### src/rtl/lj_rx_pkg.sv
package lj_rx_pkg;
  typedef enum logic {
    CH_LEFT  = 1'b0,
    CH_RIGHT = 1'b1
  } chan_e;

  localparam int NUM_CHANNELS = 2;

  function automatic chan_e chan_of(input logic ws, input logic invert);
    return (ws ^ invert) ? CH_RIGHT : CH_LEFT;
  endfunction
endpackage

### src/rtl/lj_sync.sv
module lj_sync #(
  parameter int WIDTH  = 1,
  parameter int STAGES = 2
) (
  input  logic             clk,
  input  logic             rst,
  input  logic [WIDTH-1:0] d_i,
  output logic [WIDTH-1:0] q_o
);
  logic [WIDTH-1:0] pipe [STAGES];

  always_ff @(posedge clk) begin
    if (rst) begin
      for (int s = 0; s < STAGES; s++) pipe[s] <= '0;
    end else begin
      pipe[0] <= d_i;
      for (int s = 1; s < STAGES; s++) pipe[s] <= pipe[s-1];
    end
  end

  assign q_o = pipe[STAGES-1];
endmodule

### src/rtl/lj_frame_ctl.sv
module lj_frame_ctl
  import lj_rx_pkg::*;
(
  input  logic  clk,
  input  logic  rst,
  input  logic  sck_s,
  input  logic  ws_s,
  input  logic  invert_i,
  output logic  tick_o,
  output logic  edge_o,
  output logic  active_o,
  output logic  commit_o,
  output chan_e commit_ch_o
);
  logic  sck_d;
  logic  seen;
  logic  ws_prev;
  logic  active;
  chan_e cur_ch;

  assign tick_o      = sck_s & ~sck_d;
  assign edge_o      = tick_o & seen & (ws_s != ws_prev);
  assign active_o    = active;
  assign commit_o    = edge_o & active;
  assign commit_ch_o = cur_ch;

  always_ff @(posedge clk) begin
    if (rst) begin
      sck_d   <= 1'b0;
      seen    <= 1'b0;
      ws_prev <= 1'b0;
      active  <= 1'b0;
      cur_ch  <= CH_LEFT;
    end else begin
      sck_d <= sck_s;
      if (tick_o) begin
        seen    <= 1'b1;
        ws_prev <= ws_s;
      end
      if (edge_o) begin
        active <= 1'b1;
        cur_ch <= chan_of(ws_s, invert_i);
      end
    end
  end
endmodule

### src/rtl/lj_word_asm.sv
module lj_word_asm #(
  parameter int W = 16
) (
  input  logic         clk,
  input  logic         rst,
  input  logic         tick_i,
  input  logic         edge_i,
  input  logic         active_i,
  input  logic         aligned_i,
  input  logic         sd_i,
  output logic [W-1:0] word_o
);
  localparam int CW = $clog2(W + 1);

  logic [W-1:0]  acc;
  logic [W-1:0]  acc_app;
  logic [CW-1:0] cnt;
  logic          room;

  assign room = (cnt < CW'(W));

  always_comb begin
    acc_app = acc;
    if (room) acc_app[W - 1 - int'(cnt)] = sd_i;
  end

  // Delayed-MSB mode: the bit on the boundary edge closes the old word.
  assign word_o = aligned_i ? acc : acc_app;

  always_ff @(posedge clk) begin
    if (rst) begin
      acc <= '0;
      cnt <= '0;
    end else if (tick_i) begin
      if (edge_i) begin
        acc <= '0;
        cnt <= '0;
        if (aligned_i) begin
          acc[W-1] <= sd_i;
          cnt      <= CW'(1);
        end
      end else if (active_i && room) begin
        acc <= acc_app;
        cnt <= cnt + CW'(1);
      end
    end
  end
endmodule

### src/rtl/lj_out_stage.sv
module lj_out_stage
  import lj_rx_pkg::*;
#(
  parameter int W = 16
) (
  input  logic         clk,
  input  logic         rst,
  input  logic         commit_i,
  input  chan_e        ch_i,
  input  logic [W-1:0] word_i,
  output logic [W-1:0] sample_o [NUM_CHANNELS],
  output logic         valid_o  [NUM_CHANNELS]
);
  for (genvar c = 0; c < NUM_CHANNELS; c++) begin : g_ch
    always_ff @(posedge clk) begin
      if (rst) begin
        sample_o[c] <= '0;
        valid_o[c]  <= 1'b0;
      end else begin
        valid_o[c] <= 1'b0;
        if (commit_i && (int'(ch_i) == c)) begin
          sample_o[c] <= word_i;
          valid_o[c]  <= 1'b1;
        end
      end
    end
  end
endmodule

### src/rtl/lj_stereo_rx.sv
module lj_stereo_rx
  import lj_rx_pkg::*;
#(
  parameter int SAMPLE_W    = 16,
  parameter int SYNC_STAGES = 2
) (
  input  logic                clk,
  input  logic                rst,
  input  logic                sck_i,
  input  logic                ws_i,
  input  logic                sd_i,
  input  logic                cfg_ws_invert,
  input  logic                cfg_msb_aligned,
  output logic [SAMPLE_W-1:0] left_sample,
  output logic                left_valid,
  output logic [SAMPLE_W-1:0] right_sample,
  output logic                right_valid
);
  localparam int LINK_W = 3;

  logic [LINK_W-1:0]   link_s;
  logic                tick, word_edge, active, commit;
  chan_e               commit_ch;
  logic [SAMPLE_W-1:0] word;
  logic [SAMPLE_W-1:0] samples [NUM_CHANNELS];
  logic                valids  [NUM_CHANNELS];

  lj_sync #(.WIDTH(LINK_W), .STAGES(SYNC_STAGES)) u_sync (
    .clk (clk),
    .rst (rst),
    .d_i ({sck_i, ws_i, sd_i}),
    .q_o (link_s)
  );

  lj_frame_ctl u_frame (
    .clk         (clk),
    .rst         (rst),
    .sck_s       (link_s[2]),
    .ws_s        (link_s[1]),
    .invert_i    (cfg_ws_invert),
    .tick_o      (tick),
    .edge_o      (word_edge),
    .active_o    (active),
    .commit_o    (commit),
    .commit_ch_o (commit_ch)
  );

  lj_word_asm #(.W(SAMPLE_W)) u_asm (
    .clk       (clk),
    .rst       (rst),
    .tick_i    (tick),
    .edge_i    (word_edge),
    .active_i  (active),
    .aligned_i (cfg_msb_aligned),
    .sd_i      (link_s[0]),
    .word_o    (word)
  );

  lj_out_stage #(.W(SAMPLE_W)) u_out (
    .clk      (clk),
    .rst      (rst),
    .commit_i (commit),
    .ch_i     (commit_ch),
    .word_i   (word),
    .sample_o (samples),
    .valid_o  (valids)
  );

  assign left_sample  = samples[CH_LEFT];
  assign left_valid   = valids[CH_LEFT];
  assign right_sample = samples[CH_RIGHT];
  assign right_valid  = valids[CH_RIGHT];
endmodule

### config.mk
export PLATFORM = sky130hd
export DESIGN_NAME = lj_stereo_rx
export DESIGN_NICKNAME = d
export VERILOG_FILES = /design/src/rtl/lj_rx_pkg.sv /design/src/rtl/lj_sync.sv /design/src/rtl/lj_frame_ctl.sv /design/src/rtl/lj_word_asm.sv /design/src/rtl/lj_out_stage.sv /design/src/rtl/lj_stereo_rx.sv
export SDC_FILE = /design/constraint.sdc
export NUM_CORES = 1
export LEC_CHECK = 0
export CELL_PAD_IN_SITES_DETAIL_PLACEMENT = 0
export CELL_PAD_IN_SITES_GLOBAL_PLACEMENT = 1
export CORE_MARGIN = 2
export CORE_UTILIZATION = 25
export DETAILED_ROUTE_END_ITERATION = 10
export PLACE_DENSITY_LB_ADDON = 0.12
export SLEW_MARGIN = 15
export SYNTH_ARGS = -nofsm -noshare
export SYNTH_HDL_FRONTEND = slang
export SYNTH_SLANG_ARGS = --single-unit
### constraint.sdc
create_clock -name clk -period 4.5 [get_ports clk]
set_clock_uncertainty 0.1 [all_clocks]
set_input_delay 0.45 -clock clk [delete_from_list [all_inputs] [get_ports clk]]
set_output_delay 0.45 -clock clk [all_outputs]
set_load 0.05 [all_outputs]
==> reports/qor.txt <==
Top cells by area, synth: dfxtp_1 48%, mux2i_1 12%, o2bb2ai_1 6.6%
DR WL/cell: 14.2 um
Largest net degree at the start of global routing: 34
Worst path cell trace: clkdlybuf4s50_1 -> a31oi_2 -> o2bb2ai_1
Yosys warns: 0
Slew Viols, Final: 0
Post-synthesis cell type count: 37
Slowest-stage cell, CP: a31oi_2
Buffers on Ports: 40
Synth Area per Inst: 10.6 sq um
Clock Tree Buf Depth: 2
CTS Hold Bufs: 0
Multi-input gate area: 1330 sq um
Final setup margin: 2.29 ns
Syn_nets: 275
Starting Density: 0.256
Seq/Total Area, Yosys: 0.476
Lkg Pwr: 1.37 nW
Vias per inst: 4.31
Core area: 10800 sq um
Relative slew slack: 0.281
Initial antenna violation count: 0
GPL Wtd Cong: 0.688
Share of cells above drive strength 1: 0.123
Hpwl dp: 4.30 mm
CP Max Fanout: 20
Yosys top cell by area: dfxtp_1
Fin crit share: 0.492
Die Y: 109 um
Setup violators final: 0
GRT overflow: 0
RSZ-0062 raised after global routing: no
# nets final: 308
Area share of the largest cell type after synthesis: 0.476
# rows: 38
Setup WS pre-CTS: 1.87 ns
Crit path launch type: input port
First-pass GRT wire length: 10.6 mm
WS Path Type: in2reg
WP data arrival: 2.39 ns
Vias post-DR: 1901
Iteration-0 DRC Markers: 90
Detailed Route WL: 6.28 mm
Post-cts sizing count: 0
Max Fclk: 0.452 GHz
All-Layer GR Usage: 0.118
Worst min path class: reg2reg
Post CTS Setup Buffer Count: 0
FF+latch count, synth: 66
Register area: 1320 sq um
CP peak stage delay: 0.96 ns
Mapped Cells: 263
Maximum VDD drop: 149 uV
CTS buffer count: 9
Clk slew on worst S/H paths: 0.08 ns
Skew-Pair Late Insertion Delay: 0.34 ns
Area growth syn-to-layout: 25.4%
Hold Fails Final Rpt: 0
Minimum clock period after layout: 2.21 ns
Die width: 109 um
Max cap viols: 0
# fillers: 1133
# IOs: 41
Clk root buf: clkbuf_8
Tot Pwr: 1.18 mW
Antenna Cells: 0
Final Util: 0.321
Antenna-violating nets left: 0
Req. time, crit path: 4.67 ns
Die area: 12000 sq um
Nature of the critical path endpoint: register
Htree depth: 3
Status: complete, no violations
Synthesized area: 2780 sq um
Vias in the first global route: 2051
Fin Setup TNS: 0 ns
Worst Max-Slew Pin Slew: 1.08 ns
CTS tree: done
Remaining DRCs: 0
Clk sinks: 66
Pwr dens: 340 nW/um^2
Drt pass-1 iters: 4
## critical path: cells and delay by family
family / cells / cell delay (ns)
buffers and inverters: 1 / 0.78
AO/OA/AOI/OAI: 2 / 1.14
## flip-flops by register name (all words and copies together) (netlist names)
signal,flops
u_asm.acc,16
u_asm.cnt,5
u_frame.active_o,1
u_frame.commit_ch_o,1
u_frame.sck_d,1
u_frame.seen,1
u_frame.ws_prev,1
u_out.sample_o,32
u_out.valid_o,2
u_sync.pipe,6
## Yosys cell counts
master and count:
nor3b_2 2, nand2b_1 1, nand4_2 1, nand4_4 1, mux2_2 2, nor2b_1 13
buf_4 1, and3_4 1, nand4_1 1, xor2_1 3, nand3b_1 1, a31oi_2 2
or3b_1 1, mux2i_1 33, nand2_1 16, and3_1 1, o2bb2ai_2 9, a31oi_1 1
clkbuf_2 1, nor3b_1 1, a21oi_1 2, buf_6 2, clkbuf_1 6, nor2b_2 1
and4bb_2 1, or2_1 1, and3b_1 1, o2bb2ai_1 21, inv_1 7, nor2_1 27
dfxtp_1 66, a211oi_1 1, xnor2_1 2, ha_1 5, nand3_1 19, nor3_4 1
buf_2 8
## through the flow
| stage | hold slack (ns) | cells | area, sq um |
|---|---|---|---|
| after global placement | 0.327 | 425 | 3250 |
| after floorplan | 0.314 | 263 | 2780 |
| after global routing | 0.368 | 441 | 3480 |
| after CTS | 0.335 | 441 | 3480 |
| after detailed placement | 0.322 | 425 | 3250 |
| final | 0.335 | 441 | 3480 |
## where the power goes
part	internal [mW]	total [mW]	switching (mW)
Clock	0.328	0.566	0.239
Combinational	0.00995	0.0260	0.0160
Sequential	0.587	0.591	0.00452
## worst paths after layout
path	from	to	slack [ns]	cells after the start
max	rst	u_out.sample_o[12]$_SDFFE_PP0P_	2.29	3
min	u_sync.pipe[0][2]$_SDFF_PP0_	u_sync.pipe[0][5]$_SDFF_PP0_	0.33	1
max reg2reg	u_asm.cnt[0]$_SDFFE_PP0P_	u_out.sample_o[16]$_SDFFE_PP0P_	2.38	7
min reg2reg	u_sync.pipe[0][2]$_SDFF_PP0_	u_sync.pipe[0][5]$_SDFF_PP0_	0.33	1
## logic make-up after synthesis
kind of cell    share of synthesized area
xor+xnor                           0.0158
simple gates                        0.181
mux                                 0.127
buf+inv                            0.0446
fa+ha+maj                          0.0225
flops                               0.476
compound gates                      0.133
## routing by layer
| layer | vias to the layer above | global-route usage | part of all wire |
|---|---|---|---|
| met4 | 0 | 0.0678 | 0.021 |
| met1 | 869 | 0.162 | 0.53 |
| met5 | - | 0 | 0 |
| met2 | 31 | 0.170 | 0.42 |
| li1 | 991 | - | - |
| met3 | 10 | 0.0249 | 0.030 |
## layout make-up
class / instances / share of cell area
Clock buffer: 10 / 0.0395
Clock inverter: 6 / 0.0259
Inverter: 7 / 0.00755
Multi-Input combinational cell: 172 / 0.382
Sequential cell: 66 / 0.380
Tap cell: 140 / 0.0503
Timing Repair Buffer: 40 / 0.115
## placed cells by master, fill, tap and decap left out, types with 3 or more instances in the layout
| master | n |
|---|---|
| dfxtp_1 | 66 |
| ha_1 | 5 |
| clkdlybuf4s50_1 | 40 |
| mux2i_1 | 33 |
| clkbuf_8 | 10 |
| o2bb2ai_1 | 21 |
| xor2_1 | 3 |
| o2bb2ai_2 | 9 |
| nand2_1 | 16 |
| nor2_1 | 27 |
| inv_1 | 7 |
| nand3_1 | 19 |
| nor2b_1 | 13 |
No activity file was read; power rests on OpenSTA's default activity.
